===== src/rtl/fstx_pkg.sv =====
package fstx_pkg;

  typedef enum logic [3:0] {
    ST_RESET      = 4'd0,
    ST_IDLE       = 4'd1,
    ST_STARVE     = 4'd2,
    ST_FIRST_POP  = 4'd3,
    ST_SEND       = 4'd4,
    ST_DRY        = 4'd5,
    ST_PRE_LAST   = 4'd6,
    ST_LAST_SEND  = 4'd7,
    ST_SHORT_POP  = 4'd8,
    ST_DONE       = 4'd9
  } tx_state_e;

  function automatic int cnt_bits(input int lanes);
    return $clog2(lanes + 1);
  endfunction

endpackage


===== src/rtl/fstx_size_conv.sv =====
module fstx_size_conv #(
  parameter int BUS_BYTES = 4,
  localparam int CNT_W  = fstx_pkg::cnt_bits(BUS_BYTES),
  localparam int SIZE_W = $clog2(BUS_BYTES)
) (
  input  logic [CNT_W-1:0]     count_i,
  output logic [BUS_BYTES-1:0] strobe_o,
  output logic [SIZE_W-1:0]    size_o
);

  // lane i is kept when it lies below the popped byte count
  for (genvar i = 0; i < BUS_BYTES; i++) begin : g_lane
    assign strobe_o[i] = (CNT_W'(i) < count_i);
  end

  // size field is count minus one
  logic [CNT_W-1:0] cnt_m1;
  assign cnt_m1 = count_i - CNT_W'(1);
  assign size_o = cnt_m1[SIZE_W-1:0];

endmodule


===== src/rtl/fstx_beat_reg.sv =====
module fstx_beat_reg #(
  parameter int BUS_BYTES = 4,
  localparam int DATA_W = 8 * BUS_BYTES
) (
  input  logic                 clk,
  input  logic                 rst_n,
  input  logic                 load_i,
  input  logic [BUS_BYTES-1:0] strobe_i,
  input  logic [DATA_W-1:0]    data_i,
  output logic [DATA_W-1:0]    tdata_o,
  output logic [BUS_BYTES-1:0] tstrb_o
);

  for (genvar i = 0; i < BUS_BYTES; i++) begin : g_lane
    always_ff @(posedge clk or negedge rst_n) begin
      if (!rst_n) begin
        tdata_o[8*i +: 8] <= 8'h00;
      end else if (load_i) begin
        tdata_o[8*i +: 8] <= strobe_i[i] ? data_i[8*i +: 8] : 8'h00;
      end
    end
  end

  always_ff @(posedge clk or negedge rst_n) begin
    if (!rst_n) begin
      tstrb_o <= '0;
    end else if (load_i) begin
      tstrb_o <= strobe_i;
    end
  end

  AST_STRB_LOW_ONES: assert property (@(posedge clk) disable iff (!rst_n)
    (((tstrb_o + BUS_BYTES'(1)) & tstrb_o) == '0));

endmodule


===== src/rtl/fstx_ctrl.sv =====
module fstx_ctrl
  import fstx_pkg::*;
#(
  parameter int BUS_BYTES = 4,
  parameter int USED_W    = 6
) (
  input  logic              clk,
  input  logic              rst_n,
  input  logic              start_i,
  input  logic              nmd_i,
  input  logic [USED_W-1:0] used_i,
  input  logic              tready_i,
  output logic              tvalid_o,
  output logic              tlast_o,
  output logic              wait_o,
  output logic              finish_o,
  output logic              load_o,
  output logic              use_rem_o
);

  localparam logic [USED_W-1:0] ONE_BEAT  = USED_W'(BUS_BYTES);
  localparam logic [USED_W-1:0] TWO_BEATS = USED_W'(2 * BUS_BYTES);

  tx_state_e st, nxt;
  logic has_one, has_two, has_any;

  assign has_one = (used_i >= ONE_BEAT);
  assign has_two = (used_i >= TWO_BEATS);
  assign has_any = (used_i != '0);

  always_ff @(posedge clk or negedge rst_n) begin
    if (!rst_n) st <= ST_RESET;
    else        st <= nxt;
  end

  always_comb begin
    nxt = st;
    unique case (st)
      ST_RESET:     nxt = ST_IDLE;
      ST_IDLE:      if (start_i) nxt = ST_STARVE;
      ST_STARVE: begin
        if (has_one)    nxt = ST_FIRST_POP;
        else if (nmd_i) nxt = has_any ? ST_SHORT_POP : ST_DONE;
      end
      ST_FIRST_POP: nxt = has_two ? ST_SEND : ST_DRY;
      ST_SEND:      if (tready_i) nxt = has_two ? ST_SEND : ST_DRY;
      ST_DRY: begin
        if (has_one)    nxt = ST_SEND;
        else if (nmd_i) nxt = has_any ? ST_PRE_LAST : ST_LAST_SEND;
      end
      ST_PRE_LAST:  if (tready_i) nxt = ST_LAST_SEND;
      ST_LAST_SEND: if (tready_i) nxt = ST_DONE;
      ST_SHORT_POP: nxt = ST_LAST_SEND;
      ST_DONE:      if (start_i) nxt = ST_STARVE;
      default:      nxt = ST_RESET;
    endcase
  end

  always_comb begin
    tvalid_o  = 1'b0;
    tlast_o   = 1'b0;
    wait_o    = 1'b0;
    finish_o  = 1'b0;
    load_o    = 1'b0;
    use_rem_o = 1'b0;
    unique case (st)
      ST_STARVE:    wait_o = 1'b1;
      ST_FIRST_POP: load_o = 1'b1;
      ST_SEND: begin
        tvalid_o = 1'b1;
        load_o   = tready_i;
      end
      ST_DRY:       wait_o = 1'b1;
      ST_PRE_LAST: begin
        tvalid_o  = 1'b1;
        load_o    = tready_i;
        use_rem_o = 1'b1;
      end
      ST_LAST_SEND: begin
        tvalid_o = 1'b1;
        tlast_o  = 1'b1;
      end
      ST_SHORT_POP: begin
        load_o    = 1'b1;
        use_rem_o = 1'b1;
      end
      ST_DONE:      finish_o = 1'b1;
      default: ;
    endcase
  end

  AST_HOLD_NO_LOAD: assert property (@(posedge clk) disable iff (!rst_n)
    (tvalid_o && !tready_i) |-> !load_o);
  AST_DONE_QUIET: assert property (@(posedge clk) disable iff (!rst_n)
    finish_o |-> (!tvalid_o && !load_o));
  AST_WAIT_NO_VALID: assert property (@(posedge clk) disable iff (!rst_n)
    wait_o |-> (!tvalid_o && !load_o));
  AST_REM_BELOW_BEAT: assert property (@(posedge clk) disable iff (!rst_n)
    use_rem_o |-> (has_any && !has_one));

endmodule


===== src/rtl/fifo_stream_tx.sv =====
module fifo_stream_tx #(
  parameter int BUS_BYTES  = 4,
  parameter int FIFO_DEPTH = 8,
  localparam int DATA_W = 8 * BUS_BYTES,
  localparam int USED_W = $clog2(BUS_BYTES * FIFO_DEPTH) + 1,
  localparam int SIZE_W = $clog2(BUS_BYTES),
  localparam int CNT_W  = fstx_pkg::cnt_bits(BUS_BYTES)
) (
  input  logic                 clk,
  input  logic                 rst_n,
  input  logic                 start_i,
  input  logic                 no_more_data_i,
  output logic                 wait_o,
  output logic                 finish_o,
  input  logic [USED_W-1:0]    fifo_used_i,
  output logic                 fifo_pop_req_o,
  output logic [SIZE_W-1:0]    fifo_pop_size_o,
  input  logic [DATA_W-1:0]    fifo_pop_data_i,
  output logic                 m_tvalid,
  input  logic                 m_tready,
  output logic [DATA_W-1:0]    m_tdata,
  output logic [BUS_BYTES-1:0] m_tstrb,
  output logic                 m_tlast
);

  logic                 load;
  logic                 use_rem;
  logic [CNT_W-1:0]     pop_count;
  logic [BUS_BYTES-1:0] strobe;

  fstx_ctrl #(
    .BUS_BYTES (BUS_BYTES),
    .USED_W    (USED_W)
  ) i_ctrl (
    .clk       (clk),
    .rst_n     (rst_n),
    .start_i   (start_i),
    .nmd_i     (no_more_data_i),
    .used_i    (fifo_used_i),
    .tready_i  (m_tready),
    .tvalid_o  (m_tvalid),
    .tlast_o   (m_tlast),
    .wait_o    (wait_o),
    .finish_o  (finish_o),
    .load_o    (load),
    .use_rem_o (use_rem)
  );

  // remaining bytes are below one beat whenever use_rem is set
  assign pop_count = use_rem ? fifo_used_i[CNT_W-1:0] : CNT_W'(BUS_BYTES);

  fstx_size_conv #(
    .BUS_BYTES (BUS_BYTES)
  ) i_conv (
    .count_i  (pop_count),
    .strobe_o (strobe),
    .size_o   (fifo_pop_size_o)
  );

  fstx_beat_reg #(
    .BUS_BYTES (BUS_BYTES)
  ) i_beat (
    .clk      (clk),
    .rst_n    (rst_n),
    .load_i   (load),
    .strobe_i (strobe),
    .data_i   (fifo_pop_data_i),
    .tdata_o  (m_tdata),
    .tstrb_o  (m_tstrb)
  );

  assign fifo_pop_req_o = load;

  AST_STALL_HOLD: assert property (@(posedge clk) disable iff (!rst_n)
    (m_tvalid && !m_tready) |=> (m_tvalid && $stable(m_tdata) && $stable(m_tstrb) && $stable(m_tlast)));
  AST_POP_FITS: assert property (@(posedge clk) disable iff (!rst_n)
    fifo_pop_req_o |-> ({{(USED_W-SIZE_W){1'b0}}, fifo_pop_size_o} < fifo_used_i));
  AST_POP_ON_ACCEPT: assert property (@(posedge clk) disable iff (!rst_n)
    (fifo_pop_req_o && m_tvalid) |-> m_tready);
  AST_MID_BEAT_FULL: assert property (@(posedge clk) disable iff (!rst_n)
    (m_tvalid && !m_tlast) |-> (&m_tstrb));
  AST_TLAST_WITH_VALID: assert property (@(posedge clk) disable iff (!rst_n)
    m_tlast |-> m_tvalid);

endmodule


===== config.mk =====
export PLATFORM = sky130hd
export DESIGN_NAME = fifo_stream_tx
export DESIGN_NICKNAME = d
export VERILOG_FILES = /design/src/rtl/fstx_pkg.sv /design/src/rtl/fstx_size_conv.sv /design/src/rtl/fstx_beat_reg.sv /design/src/rtl/fstx_ctrl.sv /design/src/rtl/fifo_stream_tx.sv
export SDC_FILE = /design/constraint.sdc
export NUM_CORES = 1
export LEC_CHECK = 0
export BUFFER_PORTS_ARGS = -buffer_cell sky130_fd_sc_hd__buf_2
export CAP_MARGIN = 40
export CORE_ASPECT_RATIO = 0.6
export CORE_MARGIN = 4
export CORE_UTILIZATION = 45
export CTS_BUF_LIST = sky130_fd_sc_hd__clkbuf_16
export CTS_CLUSTER_SIZE = 16
export DETAILED_ROUTE_END_ITERATION = 7
export PLACE_DENSITY = 0.86
export SLEW_MARGIN = 20
export SYNTH_ARGS = -nofsm -noshare
export SYNTH_HDL_FRONTEND = slang
export SYNTH_SLANG_ARGS = --single-unit

===== constraint.sdc =====
create_clock -name clk -period 4.17 [get_ports clk]
set_clock_uncertainty 0.1 [all_clocks]
set_input_delay 0 -clock clk [delete_from_list [all_inputs] [get_ports clk]]
set_output_delay 0 -clock clk [all_outputs]
set_load 0.005 [all_outputs]

# [Word level (Yosys, flattened, before mapping)]
# Index checks and enable logic that the tools add are counted.
[op_classes] n_addsub=1 order_cmp=6 eq_ne=15 mux=23 n_reduce_logical=9
[op_table] cell="case mux 4 bit (9 select lines)" count=1
[op_table] cell="2-to-1 mux 4 bit" count=8
[op_table] cell="2-to-1 mux 8 bit" count=4
[op_table] cell="== test 4 x 3 -> 1 bit (second input constant)" count=4
[op_table] cell="OR reduction 2 bit" count=5
[op_table] cell="== test 4 x 2 -> 1 bit (second input constant)" count=2
[op_table] cell="== test 4 bit (second input constant)" count=2
[op_table] cell="2-to-1 mux 1 bit" count=8
[op_table] cell=">= comparator 6 x 3 -> 1 bit (second input constant)" count=1
[op_table] cell=">= comparator 6 x 4 -> 1 bit (second input constant)" count=1
[op_table] cell="less-than comparator 1 x 3 -> 1 bit (first input constant)" count=2
[op_table] cell="less-than comparator 2 x 3 -> 1 bit (first input constant)" count=2
[op_table] cell="inequality test 2 bit (second input constant)" count=3
[op_table] cell="inequality test 3 x 2 -> 1 bit (second input constant)" count=2
[op_table] cell="AND reduction 6 bit" count=1
[op_table] cell="nonzero test 6 bit" count=1
[op_table] cell="== test 4 x 1 -> 1 bit (second input constant)" count=1
[op_table] cell="zero test 4 bit" count=1
[op_table] cell="2-to-1 mux 3 bit" count=1
[op_table] cell="OR reduction 3 bit" count=1
[op_table] cell="inequality test 2 x 1 -> 1 bit (second input constant)" count=1
[op_table] cell="case mux 1 bit (2 select lines)" count=1
[op_table] cell="subtractor 2 x 1 -> 2 bit (second input constant)" count=1
[word_totals] register_bits=40 in_bits=43 out_inout_bits=43 wordCells=60

# [Longest topological paths before layout]
[logic_depth] word_depth=6 ltp_mapped=8 ltp_nobuf=6

# [Modules after synthesis]
# A second synthesis with hierarchy kept.
[hier_totals] cells_unflattened=215 area_unflattened_um2=1985.7
[modules_own_cells] mod="fstx_beat_reg" instances=1 cells_per_inst=147 area_per_inst_um2=1455.1 seq_area_each_um2=900.9
[modules_own_cells] mod="fstx_ctrl" instances=1 cells_per_inst=59 area_per_inst_um2=470.5 seq_area_each_um2=100.1
[modules_own_cells] mod="fstx_size_conv" instances=1 cells_per_inst=6 area_per_inst_um2=41.3 seq_area_each_um2=0.0
[modules_own_cells] mod="fifo_stream_tx" instances=1 cells_per_inst=3 area_per_inst_um2=18.8 seq_area_each_um2=0.0

# [Least setup slack after synthesis]
# No wires, ideal clock.
[synth_path] path_kind="flip-flop to flip-flop" startpoint="reg i_ctrl.st[0]" endpoint="reg i_ctrl.st[0]" setup_ns=0.125 arrival_time_ns=1.626 required_ns=3.945 setup_slack_ns=2.319 stages_incl_launch_ff=6 path_buffers=1 synth_period_minus_slack_ns=1.851 path_cell_list="dfrtp_1 clkbuf_2 or3b_1 a2111oi_4 a211oi_2 mux2_4"
[synth_between] elab_chain_cells=4 word_cells_on_any_way=19 cone_classes="eq/ne (15); mux (1); reduce/logical (3)"
[synth_lines] item="from (decl)" line_no="fstx_ctrl.sv:24" text="tx_state_e st, nxt;"
[synth_lines] item="from (signal assigned)" line_no="fstx_ctrl.sv:33" text="else st <= nxt;"
[synth_lines] item="== test 4 x 1 -> 1 bit or == test 4 bit (tied branches)" line_no="fstx_ctrl.sv:38" text="unique case (st)"
[synth_lines] item="OR reduction 2 bit (no source line)"
[synth_lines] item="inequality test 2 x 1 -> 1 bit (no source line)"
[synth_lines] item="AND reduction 6 bit (no source line)"
# Parallel ways exist; a longest one is shown, timed or not.
# A chain may end at the register's enable or synchronous reset.

# [Final worst setup path]
[layout_path] startpoint="reg i_ctrl.st[3]" endpoint="out fifo_pop_req_o"
[layout_between] elab_chain_cells=3 word_cells_on_any_way=7 cone_classes="eq/ne (4); mux (1); reduce/logical (2)"
[layout_lines] item="== test 4 x 2 -> 1 bit, or another cell as far along" line_no="fstx_ctrl.sv:66" text="unique case (st)"
[layout_lines] item="OR reduction 2 bit (no source line)"
[layout_lines] item="case mux 1 bit (2 select lines) *" line_no="fstx_ctrl.sv:66"
[layout_lines] item="to (decl)" line_no="fifo_stream_tx.sv:16" text="output logic fifo_pop_req_o,"
# Every way passes the cells marked *; elsewhere a longest branch is shown, timed or not.

==> out/qor.csv <==
stage;metric;value;unit
worst_hold_path;HP Start;fifo_used_i[1];
final_layout;Finished Layout Cells;330;
setup_path;Critical Path AT;2.65;ns
floorplanning;Core ar.;0.003765;mm^2
setup_path;Worst R2R Setup Slack;1.55;ns
global_route;first-pass GRT wire length;8590;um
global_route;vias in the first global route;1744;
global_route;GRT Total Usage;20.47;%
floorplanning;Initial Util;48.12;%
detailed_routing;Initial DRC Count;54;
flow_run;max-cap violation count;0;
setup_path;reg2reg end;i_beat.tstrb_o[1]$_DFFE_PN0P_;
synth;Post-Syn Area;0.001812;mm^2
synth;synth warn;0;
final_layout;nets;325;
floorplanning;io pins;86;
cts;CTS tree;done;
cts;clk_lat worst skew;0.27;ns
synth;unique cell type count in the Yosys netlist;40;
cts;CTS max path bufs;2;
setup_path;Worst path slowest cell;o22a_1;
final_layout;layout cells sized above 1;37.46;%
synth;top post-synthesis cells by area;dfrtp_1 (55%), a22o_1 (12%), nand2_1 (4.4%);
worst_hold_path;Hold Path Class;input port to flop;
synth;number of synthesized flops with an enable pin;0;
floorplanning;Cell Rows;17;
sta;Max-slew headroom;52.51;%
power;PwrDens;741.7;mW/mm^2
sta;min Tclk post-route;2.753;ns
synth;Synth async-reset ratio;100.0;%
cts;Sinks on Clock Net;40;
synth;Mapped Nets;207;
sta;setup_tns;0;ns
setup_path;critical register-to-register path startpoint;i_ctrl.st[3]$_DFFE_PN0P_;
cts;Clock Tree Root;clkbuf_16;
detailed_routing;antenna-violating nets left;0;
run_status;status;finished, final reports clean;
setup_path;worst-path cell chain;nor3b_2, a31oi_1, o22a_1, buf_4, inv_1, buf_2;
synth;top cells by count, synth;dfrtp_1 (40), a22o_1 (25), nand2_1 (21), nand3_1 (9), nor2_1 (9);
floorplanning;Die X;89.92;um
detailed_routing;DR vias;1736;
cts;H-tree depth;2;
synth;largest area contributor in the netlist;dfrtp_1;
setup_path;Crit Path Class;flop to primary output;
detailed_routing;Via density;5.261;
synth;Mapped Cells;164;
synth;Top FF cell, synth;dfrtp_1;
sta;Setup Viol. Count Final;0;
power;Final Total Pwr;2.034;mW
place;placer congestion estimate;0.8390;
power;worst vdd ir;0.0003658;V
place;Placement Setup Slack;1.587;ns
detailed_routing;DR DRC count;0;
setup_path;Bufs and invs on worst path;3;
setup_path;Critical Path RT;4.07;ns
floorplanning;Die Span Y;57.15;um
final_layout;Util after Layout;72.85;%
cts;Post-CTS Setup Inserts;0;
setup_path;CP endpoint kind;primary output;
setup_path;crit path max fanout;20;
cts;Worst-path clk slew;0.06;ns
place;DP Cell Count;287;
place;DP HPWL;3294;um
setup_path;CP Launch Type;flop;
detailed_routing;WL/cell;15.49;um
sta;FMAX;363.3;MHz
synth;number of synthesized register bits;40;
global_route;largest net degree at the start of global routing;28;
sta;Slew @ Worst Pin;0.7124;ns
place;PortBufs;85;
worst_hold_path;Worst Hold Path Cells;4;
final_layout;Area Overhead vs Synth;51.38;%
floorplanning;DIE AREA;0.005139;mm^2
setup_path;Worst path max stage delay;0.62;ns
synth;register area share after synthesis;55.25;%
synth;Avg Synthesized Cell Area;11.05;um^2
setup_path;CP delay by family, top;compound AO/OA/AOI/OAI gates;
detailed_routing;number of iterations in the first detailed-routing pass;4;
setup_path;cell depth of the worst flop-to-flop path;6;
sta;fin crit share;66.02;%
sta;final-report hold violation count;0;
worst_hold_path;Hold EP;i_beat.tstrb_o[1]$_DFFE_PN0P_;
power;Leakage;1.382;nW
synth;Yosys top cell area share;55.25;%
global_route;initial antenna violation count;0;
cts;cts bufs inserted;5;
synth;most frequent cell after synthesis;dfrtp_1;
detailed_routing;final wirelength;5112;um
sta;worst setup margin;1.417;ns
global_route;grt total ovfl;0;
sta;max-slew violations;0;
final_layout;diode count;0;
sta;RSZ-0062 raised after global routing;false;
[power by group]
group          switching (mW)  internal, mW  total (mW)  leakage [nW]
registers               0.170         0.583       0.753         0.485
logic                   0.454         0.460       0.914         0.824
clock network           0.147         0.220       0.367        0.0736
[worst register-to-register path, cell delays in order (launching register included)]
cell and delay (ns):
dfrtp_1 0.54, nor3b_2 0.26, a31oi_1 0.17, o22a_1 0.62, buf_4 0.37, inv_1 0.23, o21a_1 0.23
[registers in the layout, indices dropped and copies added (netlist names)]
signal,flops
i_beat.tdata_o,32
i_beat.tstrb_o,4
i_ctrl.st,4
[kinds of logic after synthesis]
family	Yosys count	synth area share [%]
and+or+nand+nor	56	15.54
AOI/OAI and AO/OA	52	23.14
DFF	40	55.25
buffers and inverters	14	4.765
xor gates and xnor gates	1	0.4835
muxes	1	0.8285
[layout make-up]
class,count,area [um^2]
clock buffer,5,125.1
timing repair buffer,122,803.3
fill,267,1022
inverter,3,11.26
sequential,40,1001
multi-input combinational,110,724.4
tap,47,58.81
clock inverter,3,18.77
[metal layers]
layer / GRT usage [%] / vias to the layer above / part of all wire [%]
li1: - / 831 / -
met1: 27.34 / 816 / 44
met2: 32.91 / 81 / 47
met3: 6.588 / 8 / 8.3
met4: 5.011 / 0 / 1.1
met5: 0 / - / 0
[cells in the final DEF, fill, tap and decap left out, types with 2 or more instances in the layout]
master	count
nor2_2	2
dlygate4sd3_1	35
nand2b_1	2
a21oi_1	6
nand2_1	21
a31oi_1	2
dfrtp_1	40
buf_2	85
a22o_1	25
nor3_1	4
a21o_1	3
clkinv_2	2
clkbuf_16	5
inv_1	3
o21ai_0	6
nor2_1	9
nand3_1	9
[worst max-delay path by stage]
| stage | startpoint | to | slack (ns) | cells past startpoint |
|---|---|---|---|---|
| 2_1_floorplan | i_ctrl.st[0]$_DFFE_PN0P_ | i_ctrl.st[0]$_DFFE_PN0P_ | 2.32 | 5 |
| 3_3_place_gp | i_ctrl.st[3]$_DFFE_PN0P_ | i_beat.tstrb_o[1]$_DFFE_PN0P_ | 1.67 | 6 |
| 3_5_place_dp | i_ctrl.st[3]$_DFFE_PN0P_ | i_beat.tstrb_o[1]$_DFFE_PN0P_ | 1.59 | 6 |
| 4_1_cts | i_ctrl.st[3]$_DFFE_PN0P_ | fifo_pop_req_o | 1.44 | 6 |
| 5_1_grt | i_ctrl.st[3]$_DFFE_PN0P_ | fifo_pop_req_o | 1.24 | 6 |
| 6_report | i_ctrl.st[3]$_DFFE_PN0P_ | fifo_pop_req_o | 1.42 | 6 |
[through the flow]
step                      area, um^2  hold WS [ns]
after floorplan                 1812       -0.3956
after global placement          2228       0.04919
after detailed placement        2248       -0.1797
after CTS                       2743       0.01116
after global routing            2743       0.05356
final                           2743       0.01224
[what timing repair did]
item / in CTS / in global routing
hold buffers: 35 / 0
hold endpoints to repair: 74 / 0
resized for setup: 0 / 0
No activity file was read; power rests on OpenSTA's default activity.
